**config.mk**
```make
export PLATFORM = sky130hd
export DESIGN_NAME = cfgport_decoder
export DESIGN_NICKNAME = d
export VERILOG_FILES = /design/src/rtl/cfgport_decoder.sv
export SDC_FILE = /design/constraint.sdc
export NUM_CORES = 1
export LEC_CHECK = 0
export BUFFER_PORTS_ARGS = -buffer_cell sky130_fd_sc_hd__buf_2
export CAP_MARGIN = 20
export CELL_PAD_IN_SITES_DETAIL_PLACEMENT = 0
export CELL_PAD_IN_SITES_GLOBAL_PLACEMENT = 1
export CORE_ASPECT_RATIO = 0.6
export CORE_MARGIN = 2
export CORE_UTILIZATION = 38
export CTS_BUF_LIST = sky130_fd_sc_hd__clkbuf_4 sky130_fd_sc_hd__clkbuf_8 sky130_fd_sc_hd__clkbuf_16
export CTS_CLUSTER_DIAMETER = 200
export CTS_CLUSTER_SIZE = 28
export DETAILED_ROUTE_END_ITERATION = 8
export PLACE_DENSITY = 0.87
export SLEW_MARGIN = 30
export SYNTH_ARGS = -nofsm -noshare
export SYNTH_HDL_FRONTEND = slang
export SYNTH_SLANG_ARGS = --single-unit
```
**constraint.sdc**
```tcl
create_clock -name clk -period 3 [get_ports clk]
set_input_delay 0.3 -clock clk [delete_from_list [all_inputs] [get_ports clk]]
set_output_delay 0.3 -clock clk [all_outputs]
set_load 0.005 [all_outputs]
```
**src/rtl/cfgport_decoder.sv**
```systemverilog
module cfgport_decoder #(
  parameter logic [15:0] ADDR_PORT = 16'h0CF8,
  parameter logic [15:0] DATA_PORT = 16'h0CFC,
  parameter logic [3:0]  WIN_NIB   = 4'hC,
  parameter logic [3:0]  KEY_NIB   = 4'hF
) (
  input  logic        clk,
  input  logic        rst_n,
  input  logic        mech_sel,
  input  logic [15:0] io_addr,
  input  logic [3:0]  io_be,
  input  logic        io_rd,
  input  logic        io_wr,
  input  logic [31:0] io_wdata,
  output logic [31:0] io_rdata,
  output logic        io_done,
  output logic        io_busy,
  output logic        cfg_req,
  output logic        cfg_write,
  output logic [7:0]  cfg_bus,
  output logic [4:0]  cfg_dev,
  output logic [2:0]  cfg_func,
  output logic [5:0]  cfg_reg,
  output logic [3:0]  cfg_be,
  output logic [31:0] cfg_wdata,
  input  logic        cfg_ack,
  input  logic [31:0] cfg_rdata
);

  localparam logic [31:0] ALL_ONES = 32'hFFFF_FFFF;

  logic [31:0] m1_addr;
  logic [7:0]  m2_key;
  logic [7:0]  m2_bus;

  wire unused_lsb = ^io_addr[1:0];

  wire strobe   = io_rd | io_wr;
  wire accept   = strobe & ~cfg_req;
  wire hit_port = io_addr[15:2] == ADDR_PORT[15:2];
  wire hit_data = io_addr[15:2] == DATA_PORT[15:2];
  wire hit_win  = io_addr[15:12] == WIN_NIB;
  wire m1_on    = m1_addr[31];
  wire m2_on    = m2_key[7:4] == KEY_NIB;

  wire go_m1  = ~mech_sel & hit_data & m1_on;
  wire go_m2  = mech_sel & hit_win & m2_on;
  wire go_cfg = accept & (go_m1 | go_m2);

  logic [31:0] local_rd;
  always_comb begin
    local_rd = '0;
    if (hit_port)
      local_rd = mech_sel ? {8'h00, m2_bus, 8'h00, m2_key} : m1_addr;
    else if (~mech_sel & hit_data)
      local_rd = ALL_ONES;
    else if (mech_sel & hit_win)
      local_rd = ALL_ONES;
  end

  always_ff @(posedge clk) begin
    if (!rst_n) begin
      m1_addr <= '0;
      m2_key  <= '0;
      m2_bus  <= '0;
    end else if (accept & io_wr & hit_port) begin
      if (~mech_sel & (io_be == 4'hF)) m1_addr <= io_wdata;
      if (mech_sel & io_be[0]) m2_key <= io_wdata[7:0];
      if (mech_sel & io_be[2]) m2_bus <= io_wdata[23:16];
    end
  end

  always_ff @(posedge clk) begin
    if (!rst_n) begin
      cfg_req   <= 1'b0;
      cfg_write <= 1'b0;
      cfg_bus   <= '0;
      cfg_dev   <= '0;
      cfg_func  <= '0;
      cfg_reg   <= '0;
      cfg_be    <= '0;
      cfg_wdata <= '0;
      io_done   <= 1'b0;
      io_rdata  <= '0;
    end else begin
      io_done <= 1'b0;
      if (cfg_req) begin
        if (cfg_ack) begin
          cfg_req  <= 1'b0;
          io_done  <= 1'b1;
          io_rdata <= cfg_write ? 32'h0 : cfg_rdata;
        end
      end else if (go_cfg) begin
        cfg_req   <= 1'b1;
        cfg_write <= io_wr;
        cfg_be    <= io_be;
        cfg_wdata <= io_wdata;
        if (mech_sel) begin
          cfg_bus  <= m2_bus;
          cfg_dev  <= {1'b0, io_addr[11:8]};
          cfg_func <= m2_key[3:1];
          cfg_reg  <= io_addr[7:2];
        end else begin
          cfg_bus  <= m1_addr[23:16];
          cfg_dev  <= m1_addr[15:11];
          cfg_func <= m1_addr[10:8];
          cfg_reg  <= m1_addr[7:2];
        end
      end else if (accept) begin
        io_done  <= 1'b1;
        io_rdata <= io_wr ? 32'h0 : local_rd;
      end
    end
  end

  assign io_busy = cfg_req;

  AST_REQ_HELD: assert property (@(posedge clk) disable iff (!rst_n)
    cfg_req && !cfg_ack |=> cfg_req);
  AST_REQ_STABLE: assert property (@(posedge clk) disable iff (!rst_n)
    cfg_req && !cfg_ack |=> $stable(cfg_bus) && $stable(cfg_dev) && $stable(cfg_func)
      && $stable(cfg_reg) && $stable(cfg_be) && $stable(cfg_wdata) && $stable(cfg_write));
  AST_DONE_AFTER_ACK: assert property (@(posedge clk) disable iff (!rst_n)
    cfg_req && cfg_ack |=> io_done && !cfg_req);
  AST_M1_PARTIAL: assert property (@(posedge clk) disable iff (!rst_n)
    !mech_sel && io_wr && hit_port && io_be != 4'hF |=> $stable(m1_addr));
  AST_M1_OFF_NOREQ: assert property (@(posedge clk) disable iff (!rst_n)
    !cfg_req && !mech_sel && strobe && hit_data && !m1_addr[31] |=> !cfg_req && io_done);
  AST_M2_DEV_RANGE: assert property (@(posedge clk) disable iff (!rst_n)
    cfg_req && mech_sel |-> cfg_dev[4] == 1'b0);
  AST_BUSY_IGNORED: assert property (@(posedge clk) disable iff (!rst_n)
    cfg_req && !cfg_ack && strobe |=> cfg_req && !io_done);

endmodule

```
==> results by group <==
Outcome
  – Status: complete, no violations

Placement
  – Dpl ws: 0.3363 ns
  – Buffers on Ports: between 150 and 200
  – Placed Cells: 1,028
  – Hpwl dp: 14,470 um
  – Gp weighted congestion: 0.8416
  – DP Area: 7228 um2

Cells and area
  – Design Area, Final: 7814 um2
  – Biggest regs: cfg_wdata (32), io_rdata (32), m1_addr (32)
  – Share of layout cells above drive strength 1: 0.2879
  – Nets@finish: 928
  – Non-Filler Instances: 1,060
  – Layout overhead on the synthesized area: 26.70%
  – ANT cells: 0

Critical path
  – Crit path kind: input pin to flip-flop
  – Cell family with most CP delay: simple AND/OR/NAND/NOR gates
  – Worst Setup Start Kind: input pin
  – CP Max Fanout: 29
  – Critical Path Max Stage Delay: 0.80 ns
  – WP data arrival: between 2 and 3 ns
  – CP required: between 3 and 4 ns
  – FF-to-FF setup slack: 1.00 ns
  – Slowest CP cell: or4_1
  – Setup crit end kind: flip-flop
  – Worst path bufs/invs: 2
  – Worst-path cell chain: buf_2, nand4bb_1, or4_1, o211ai_2, buf_4, nand3b_1, o311a_1

GRT
  – Number of global-route vias before repair: 5,078
  – All-layer global routing usage: 0.2316
  – Antenna violations before repair: 1
  – Largest net degree at the start of global routing: 62
  – GRT overflow: 0
  – First-pass GRT wire length: 30,410 um

Logic synthesis
  – Ys Warns: 0
  – Post-Syn Area: 6167 um2
  – Mapped Nets: 775
  – Cells after Synth: about 690
  – Register area share after synthesis: 0.4577
  – #FFs+latches synth: 141
  – Unique masters post-synth: 35
  – Mapped Avg Cell Area: 9.003 um2

Clocking
  – H-Tree Depth: 4
  – Clock transition at path regs: around 0.07 ns
  – PostCTS Resize Cnt: 0
  – CTS buffer count: 17
  – Setup Fix Bufs, Post-CTS: 0
  – Later-pin clock latency in the skew report: a little over 0.4 ns
  – Clk root buf: clkbuf_16
  – Maximum clock path buffer count: 2
  – Hold_buf cts: 0
  – CTS tree: done
  – # clock sinks: 141

Timing
  – Worst Slack Setup Final: 0.7523 ns
  – Final worst path period need: between 2 and 2.5 ns
  – Slew @ Worst Pin: 0.6672 ns
  – Max Freq: 0.4449 GHz
  – Skew final: 0.01141 ns
  – Hold Worst Slack: approximately 0.15 ns
  – Max_slew headroom: 0.5552
  – Total Neg Setup Slack: 0 ns
  – Period utilisation layout: 0.7492
  – Endpoints failing setup: 0
  – Final slew viol count: 0
  – Final Hold Vio Count: 0
  – RSZ-0062 raised after global routing: no

Pwr
  – Switching power share of the total: 0.2535
  – PD cells: 547.7 nW/um2
  – NetSw: around 0.0011 W
  – Part of the power in registers: 0.444
  – Logic gate share of total power: 0.061
  – Clock power frac: 0.495
  – Leak: 3.373 nW
  – Internal: about 0.0032 W
  – Max VDD drop: 0.3399 mV

Route
  – Vias per std cell: roughly 5.3
  – DRC errors left: 0
  – Met2 Routed Length: approximately 7400 um
  – 1st-iter DRT viols: 455
  – Top Layer Used: met5
  – Vias: 5,630
  – M1 WL: 10,950 um
  – Drt pass-1 iters: 5
  – Antenna Violating Nets Remaining: 0
  – WL/cell: 19.23 um
  – Met3 Routed Length: 1957 um
  – Routed Wire Length: 20,380 um

Floorplan
  – Die area: 17,300 um2
  – Die X: 168.5 um
  – Num rows: 36
  – Core ar.: 16,040 um2
  – Starting Density: 0.3846
  – Ports: 184
  – Chip height: 102.7 um

Min path
  – Type of the worst min-delay path: input pin to flip-flop

Flow run
  – MaxCap Viol Count: 0
==> cell usage after synthesis <==
cell	instances	area, um2
dfxtp_1	141	2823
a21oi_1	96	480.5
mux2i_1	57	570.6
clkbuf_1	50	187.7
nor2_1	46	172.7
o21ai_0	38	190.2
nand3_1	37	185.2
nand3b_1	34	255.2
and2_1	33	206.5
o311a_1	32	320.3
nand2_1	28	105.1
nand2b_1	21	131.4
buf_2	14	70.07
a211oi_1	12	90.09
a311oi_1	9	78.83
nor2b_1	8	50.05
a31oi_1	3	18.77
buf_6	3	33.78
buf_4	2	15.01
nand4_1	2	12.51
nor4_4	2	42.54
o21a_1	2	15.01
o21ai_1	2	10.01
or3_1	2	12.51
a211o_1	1	8.760
inv_1	1	3.750
nand4_2	1	12.51
nand4b_1	1	8.760
nand4bb_1	1	11.26
nor2_2	1	6.260
nor4_1	1	6.260
o211ai_2	1	12.51
or2_1	1	6.260
or2_2	1	6.260
or4_1	1	7.510
==> metal layers <==
metal,GRT usage,up-vias
li1,-,2767
met5,0,-
met4,0.03581,2
met3,0.08292,10
met1,0.3655,2626
met2,0.2950,225
==> kinds of logic (layout without fill, tap and decap cells) <==
group                  Yosys count  count (layout)  share of synthesized area
and+or+nand+nor                221             221                     0.2009
AOI/OAI and AO/OA              196             196                     0.1986
DFF                            141             141                     0.4577
buffers and inverters           70             236                    0.05031
muxes                           57              57                    0.09251
==> stage by stage <==
stage                     utilization  power [W]
after floorplan                     -   0.002067
after global placement         0.4508   0.002201
after detailed placement       0.4508   0.002202
after CTS                      0.4873   0.004302
after global routing           0.4873   0.004421
final                          0.4873   0.004279
==> worst min-delay path, delay by kind of cell <==
kind / cells / cell delay [ns]
AND/OR/NAND/NOR: 1 / 0.08
multiplexers: 1 / 0.06
buffers and inverters: 1 / 0.09
==> area by class of cell <==
class | count | area, um2
Fill cell | 1570 | 8222
Multi-Input combinational cell | 474 | 3057
Sequential cell | 141 | 2823
Timing Repair Buffer | 203 | 1084
Clock buffer | 18 | 439.2
Tap cell | 209 | 261.5
Clock inverter | 14 | 146.4
Inverter | 1 | 3.754
==> path summary, 6_finish.rpt <==
kind	from	end	cells past startpoint
worst max-delay path	io_addr[8]	io_rdata[31]	7
worst min register to register	cfg_wdata[31]	cfg_wdata[31]	2
worst max register to register	cfg_req	cfg_reg[1]	4
worst min-delay path	io_wdata[9]	m1_addr[9]	3
==> cell usage in the layout (no fill, tap or decap), types with 3 or more instances in the layout <==
master | netlist | final
buf_2 | 14 | 181
dfxtp_1 | 141 | 141
a21oi_1 | 96 | 96
mux2i_1 | 57 | 57
nor2_1 | 46 | 45
o21ai_0 | 38 | 38
nand3_1 | 37 | 37
nand3b_1 | 34 | 34
and2_1 | 33 | 33
o311a_1 | 32 | 32
nand2_1 | 28 | 28
nand2b_1 | 21 | 21
buf_4 | 2 | 21
clkbuf_16 | 0 | 17
a211oi_1 | 12 | 12
a311oi_1 | 9 | 9
nor2b_1 | 8 | 8
inv_6 | 0 | 7
a31oi_1 | 3 | 3
==> power by group through the flow <==
stage	registers [W]	logic [W]	clock network, W
2_1_floorplan	0.00194	0.000124	0
3_3_place_gp	0.00194	0.000259	0
3_5_place_dp	0.00194	0.000261	0
4_1_cts	0.00190	0.000262	0.00214
5_1_grt	0.00190	0.000285	0.00224
6_report	0.00190	0.000263	0.00212
No activity file was read; power rests on OpenSTA's default activity.
